[config.mk]
export PLATFORM = sky130hd
export DESIGN_NAME = irq_chain_ctrl
export DESIGN_NICKNAME = d
export VERILOG_FILES = /design/src/rtl/irq_chain_pkg.sv /design/src/rtl/irq_host_decode.sv /design/src/rtl/irq_stat_bank.sv /design/src/rtl/irq_read_port.sv /design/src/rtl/irq_chain_ctrl.sv
export SDC_FILE = /design/constraint.sdc
export NUM_CORES = 1
export LEC_CHECK = 0
export BUFFER_PORTS_ARGS = -buffer_cell sky130_fd_sc_hd__clkbuf_2
export CORE_MARGIN = 2
export CORE_UTILIZATION = 45
export DETAILED_ROUTE_END_ITERATION = 8
export GPL_TIMING_DRIVEN = 1
export MAX_ROUTING_LAYER = met4
export PLACE_DENSITY = 0.71
export REMOVE_ABC_BUFFERS = 1
export SKIP_CTS_REPAIR_TIMING = 1
export SLEW_MARGIN = 20
export SYNTH_ARGS = -nofsm -noshare
export SYNTH_HDL_FRONTEND = slang
export SYNTH_SLANG_ARGS = --single-unit
[constraint.sdc]
create_clock -name clk_i -period 1.25 [get_ports clk_i]
set_input_delay 0.0625 -clock clk_i [delete_from_list [all_inputs] [get_ports clk_i]]
set_output_delay 0.0625 -clock clk_i [all_outputs]
set_load 0.05 [all_outputs]
[src/rtl/irq_chain_pkg.sv]
package irq_chain_pkg;

    // Register select used for both reads and mask writes
    typedef enum logic {
        REG_PRI = 1'b0,
        REG_SEC = 1'b1
    } reg_sel_e;

    // Width of the shared read/write bus: wide enough for either image
    function automatic int bus_width(input int w_pri, input int w_sec);
        return (w_pri > w_sec + 1) ? w_pri : w_sec + 1;
    endfunction

endpackage

[src/rtl/irq_host_decode.sv]
module irq_host_decode
    import irq_chain_pkg::*;
(
    input  logic rd_en_i,
    input  logic rd_sel_i,
    input  logic wr_en_i,
    input  logic wr_sel_i,
    output logic clr_pri_o,
    output logic clr_sec_o,
    output logic we_pri_o,
    output logic we_sec_o
);

    always_comb begin
        clr_pri_o = rd_en_i && (reg_sel_e'(rd_sel_i) == REG_PRI);
        clr_sec_o = rd_en_i && (reg_sel_e'(rd_sel_i) == REG_SEC);
        we_pri_o  = wr_en_i && (reg_sel_e'(wr_sel_i) == REG_PRI);
        we_sec_o  = wr_en_i && (reg_sel_e'(wr_sel_i) == REG_SEC);
    end

endmodule

[src/rtl/irq_stat_bank.sv]
module irq_stat_bank #(
    parameter int WIDTH = 16
) (
    input  logic             clk_i,
    input  logic             rst_ni,
    input  logic [WIDTH-1:0] evt_i,
    input  logic             clr_i,
    input  logic             mask_we_i,
    input  logic [WIDTH-1:0] mask_wdata_i,
    output logic [WIDTH-1:0] stat_o,
    output logic [WIDTH-1:0] mask_o,
    output logic             pend_o
);

    typedef struct packed {
        logic [WIDTH-1:0] stat;
        logic [WIDTH-1:0] mask;
    } bank_t;

    bank_t bank_d, bank_q;

    always_comb begin
        bank_d = bank_q;
        if (mask_we_i) begin
            bank_d.mask = mask_wdata_i;
        end
        // Clear and set in one step: a same-cycle event survives the clear
        bank_d.stat = (clr_i ? '0 : bank_q.stat) | (evt_i & bank_q.mask);
    end

    always_ff @(posedge clk_i or negedge rst_ni) begin
        if (!rst_ni) begin
            bank_q <= '0;
        end else begin
            bank_q <= bank_d;
        end
    end

    assign stat_o = bank_q.stat;
    assign mask_o = bank_q.mask;
    assign pend_o = |(bank_q.stat & bank_q.mask);

endmodule

[src/rtl/irq_read_port.sv]
module irq_read_port
    import irq_chain_pkg::*;
#(
    parameter int W1 = 16,
    parameter int W2 = 15,
    parameter int DW = 16
) (
    input  logic          clk_i,
    input  logic          rst_ni,
    input  logic          rd_en_i,
    input  logic          rd_sel_i,
    input  logic [W1-1:0] stat_pri_i,
    input  logic [W2-1:0] stat_sec_i,
    input  logic          chain_i,
    output logic          rd_valid_o,
    output logic [DW-1:0] rd_data_o
);

    typedef struct packed {
        logic          valid;
        logic [DW-1:0] data;
    } rd_t;

    rd_t rd_d, rd_q;
    logic [DW-1:0] img_pri, img_sec;

    always_comb begin
        img_pri = '0;
        img_pri[W1-1:0] = stat_pri_i;
        img_sec = '0;
        img_sec[W2-1:0] = stat_sec_i;
        img_sec[W2]     = chain_i;

        rd_d       = rd_q;
        rd_d.valid = rd_en_i;
        if (rd_en_i) begin
            rd_d.data = (reg_sel_e'(rd_sel_i) == REG_SEC) ? img_sec : img_pri;
        end
    end

    always_ff @(posedge clk_i or negedge rst_ni) begin
        if (!rst_ni) begin
            rd_q <= '0;
        end else begin
            rd_q <= rd_d;
        end
    end

    assign rd_valid_o = rd_q.valid;
    assign rd_data_o  = rd_q.data;

endmodule

[src/rtl/irq_chain_ctrl.sv]
module irq_chain_ctrl
    import irq_chain_pkg::*;
#(
    parameter  int W1 = 16,
    parameter  int W2 = 15,
    localparam int DW = bus_width(W1, W2)
) (
    input  logic          clk_i,
    input  logic          rst_ni,
    input  logic [W1-1:0] evt_pri_i,
    input  logic [W2-1:0] evt_sec_i,
    input  logic          rd_en_i,
    input  logic          rd_sel_i,
    input  logic          wr_en_i,
    input  logic          wr_sel_i,
    input  logic [DW-1:0] wr_data_i,
    output logic          rd_valid_o,
    output logic [DW-1:0] rd_data_o,
    output logic          irq_o
);

    logic          clr_pri, clr_sec, we_pri, we_sec;
    logic [W1-1:0] s1_stat, s1_mask;
    logic [W2-1:0] s2_stat, s2_mask;
    logic          pend_pri, pend_sec;
    logic          chain_w;

    irq_host_decode u_decode (
        .rd_en_i  (rd_en_i),
        .rd_sel_i (rd_sel_i),
        .wr_en_i  (wr_en_i),
        .wr_sel_i (wr_sel_i),
        .clr_pri_o(clr_pri),
        .clr_sec_o(clr_sec),
        .we_pri_o (we_pri),
        .we_sec_o (we_sec)
    );

    irq_stat_bank #(.WIDTH(W1)) u_bank_pri (
        .clk_i       (clk_i),
        .rst_ni      (rst_ni),
        .evt_i       (evt_pri_i),
        .clr_i       (clr_pri),
        .mask_we_i   (we_pri),
        .mask_wdata_i(wr_data_i[W1-1:0]),
        .stat_o      (s1_stat),
        .mask_o      (s1_mask),
        .pend_o      (pend_pri)
    );

    irq_stat_bank #(.WIDTH(W2)) u_bank_sec (
        .clk_i       (clk_i),
        .rst_ni      (rst_ni),
        .evt_i       (evt_sec_i),
        .clr_i       (clr_sec),
        .mask_we_i   (we_sec),
        .mask_wdata_i(wr_data_i[W2-1:0]),
        .stat_o      (s2_stat),
        .mask_o      (s2_mask),
        .pend_o      (pend_sec)
    );

    // Chain bit summarises the primary register for the secondary image
    assign chain_w = pend_pri;

    irq_read_port #(.W1(W1), .W2(W2), .DW(DW)) u_read (
        .clk_i     (clk_i),
        .rst_ni    (rst_ni),
        .rd_en_i   (rd_en_i),
        .rd_sel_i  (rd_sel_i),
        .stat_pri_i(s1_stat),
        .stat_sec_i(s2_stat),
        .chain_i   (chain_w),
        .rd_valid_o(rd_valid_o),
        .rd_data_o (rd_data_o)
    );

    assign irq_o = pend_pri | pend_sec;

endmodule

==> results.txt <==
----------------------------------------------------
[Yosys]
  Synth area leaders ... dfrtp_1, mux2_2, a22o_1, mux2i_1, a21oi_1
  Post-synthesis sequential element count ... 79
  Cell count after synthesis ... 222
  Count of different cell masters after synthesis ... 23
  Yosys top cell by area ... dfrtp_1
  Portion of synthesized cell area occupied by the leading cell type ... 62.3%
  Cell area after synthesis ... 3170 sq um
  Mean Syn Cell Area ... 14.3 sq um
  Sequential cell area fraction in the yosys report ... 62.3%
  Total of warnings raised by yosys ... 0

[Die]
  I/O pin count ... 71
  Die boundary height ... 88.0 um
  Die X-Extent ... 88.0 um
  Area of the core ... 6790 sq um
  Die area ... 7740 sq um
  Effective utilization at floorplan ... 46.7%
  FP Rows ... 30

[Power]
  Power per cell area ... 1470 nW/um^2
  Total power consumption of the routed design ... 7.01 mW
  Cell leakage power ... 2.31 nW
  Peak ir drop on the vdd network ... 0.00108 V

[Detailed routing]
  Via count ... 2599
  Met1 routed wirelength after detailed routing ... 4000 um
  Routed wl met3 ... 337 um
  Drt wl/cell ... 17.2 um
  Via-to-Cell Ratio ... 5.12
  Total routed wirelength ... 8730 um
  Pre-antenna DRT Iters ... 5
  Violation count after the first detailed-route iteration ... 150
  Uppermost layer routed ... met4
  Remaining antenna violation count ... 0
  Count of unresolved DRC violations after routing ... 0
  Metal2 WL ... 4360 um

[Global route]
  Number of global-route vias before repair ... 2419
  Gr usage total ... 22.5%
  Leftover overflow at the end of global routing ... 0
  Maximum number of pins on one net before global-route repair ... 80
  Wire length of the first global-routing pass ... 12300 um
  Number of antenna violations at the first check in global routing ... 0

[Clock network]
  Clock slew seen by the registers of the worst setup and hold paths ... 70 ps
  Total CTS buffers ... 9
  Sink Count ... 79
  CTS root buf ... clkbuf_8
  H-tree lvl count ... 3
  TritonCTS clock tree ... done
  Clk_lat worst skew ... 340 ps
  Maximum buffer depth of the clock tree ... 2

[Layout]
  Area of all placed cells without fillers ... 4790 sq um
  Number of nets in the layout ... 462
  Number of diodes added for antenna fixing ... 0
  Area added between synthesis and finish ... 50.8%
  Number of fill cells in the layout ... 496
  Fraction of final layout cells with drive strength greater than 1 ... 45.1%

[STA]
  Smallest hold slack ... 93.0 ps
  Final clock period utilization by the worst path ... 146%
  Final-report max-slew violation count ... 0
  Setup violations, final ... 2
  Worst max-slew margin expressed relative to the limit ... 71.2%
  Final setup margin ... -571 ps
  Post-route minimum period ... 1820 ps
  Unrepaired setup endpoints after global routing ... true
  Fmax ... 0.549 GHz
  Total Negative Setup Slacks ... -700 ps
  Clock skew ... 7.93 ps
  Worst slew pin tran ... 432 ps
  Endpoints failing hold ... 0

[Setup path]
  RR Startpoint ... u_bank_pri.stat_o[14]$_DFF_PN0_
  R2R depth ... 5
  Maximum fanout count along the critical path ... 3
  Critical path type ... reg2out
  Required time of the critical path ... 1190 ps
  Setup slack, reg-to-reg ... -130 ps
  Arrival time at the worst endpoint ... 1760 ps
  Kind of end point of the critical path ... output port
  Capturing point of the worst reg2reg path ... u_read.rd_data_o[15]$_DFFE_PN0P_
  Critical path startpoint category ... flop

[Min path]
  Hold Path Cell Cnt ... 2
  Hold Startpoint ... rd_en_i
  Worst min-delay path endpoint ... u_read.rd_valid_o$_DFF_PN0_
  Worst min path class ... in2reg

[Run status]
  Failing checks ... setup timing
  Status ... complete, but fails checks

[Placement]
  Total half-perimeter wirelength after legalization and detailed placement ... 5610 um
  Final Wtd Congestion ... 0.815
  Count of buffers from port buffering ... 70
  Pre-CTS WS ... -270 ps
  Placed Area ... 4100 sq um

[Run]
  Max-cap violation count ... 0

----------------------------------------------------
logic make-up after synthesis:
group	count (synthesis)	synth area share (%)
compound gates	62	16.3
buf+inv	12	2.41
flops	79	62.3
mux	46	15.7
simple gates	23	3.27
cell type report:
type,count,area [sq um],area share [%]
Clock buffer,13,159,3.32
Clock inverter,1,5.00,0.105
Inverter,1,3.75,0.0784
Multi-Input combinational cell,131,1130,23.5
Sequential cell,79,1980,41.3
Tap cell,96,120,2.51
Timing Repair Buffer,187,1400,29.2
cell usage after synthesis:
master / number
dfrtp_1: 79
a22o_1: 37
mux2_2: 29
a21oi_1: 15
mux2i_1: 15
nor2_1: 15
a221oi_2: 4
buf_2: 4
buf_6: 3
clkbuf_1: 3
a221oi_1: 2
a22oi_1: 2
mux2_1: 2
nand2_1: 2
nand2b_1: 2
a222oi_1: 1
and3_1: 1
and4_1: 1
buf_4: 1
inv_1: 1
nand4_1: 1
nor2b_1: 1
o221ai_2: 1
stage by stage:
| stage | std cells | utilization, % |
|---|---|---|
| final | 508 | 70.4 |
| after global routing | 508 | 70.4 |
| after CTS | 456 | 62.7 |
| after detailed placement | 442 | 60.3 |
| after global placement | 442 | 60.3 |
| after floorplan | 211 | - |
report_power, final:
group,switching (mW),internal [mW]
logic,0.995,1.07
registers,0.308,2.99
clock network,0.846,0.808
total,2.15,4.86
how the worst max path moves through the flow:
stage,cells after the start,slack [ps],from,to
floorplan,4,-270,u_bank_pri.mask_o[8]$_DFFE_PN0P_,irq_o
global placement,5,-250,u_bank_sec.mask_o[4]$_DFFE_PN0P_,irq_o
finish,5,-570,u_bank_pri.stat_o[14]$_DFF_PN0_,irq_o
detailed placement,5,-270,u_bank_pri.mask_o[14]$_DFFE_PN0P_,irq_o
global route,5,-670,u_bank_pri.stat_o[14]$_DFF_PN0_,irq_o
CTS,5,-650,u_bank_sec.mask_o[4]$_DFFE_PN0P_,irq_o
critical path, stage by stage, from the launching register on:
cell	delay [ps]
dfrtp_1	400
a22o_1	250
a221oi_2	180
and4_1	250
nand4_1	140
buf_6	200
routing by layer:
metal	GRT usage [%]	vias to the layer above
li1	-	1213
met5	-	-
met3	5.47	6
met2	33.9	74
met1	30.6	1306
met4	6.29	0
registers in the layout, summed over array words and instances (netlist names):
signal and flops:
u_bank_pri.stat_o 16, u_bank_sec.stat_o 15, u_bank_pri.mask_o 16, u_read.rd_data_o 16, u_bank_sec.mask_o 15, u_read.rd_valid_o 1
cells in the final DEF, fill, tap and decap left out, types with 3 or more instances in the layout:
cell and count:
nor2_1 15, a221oi_2 5, a22o_1 37, mux2i_1 15, a21oi_1 15, dlygate4sd3_1 48, clkbuf_2 68, dfrtp_1 79
clkbuf_8 11, buf_12 3, mux2_2 29, buf_4 67
No activity file was read; power rests on OpenSTA's default activity.
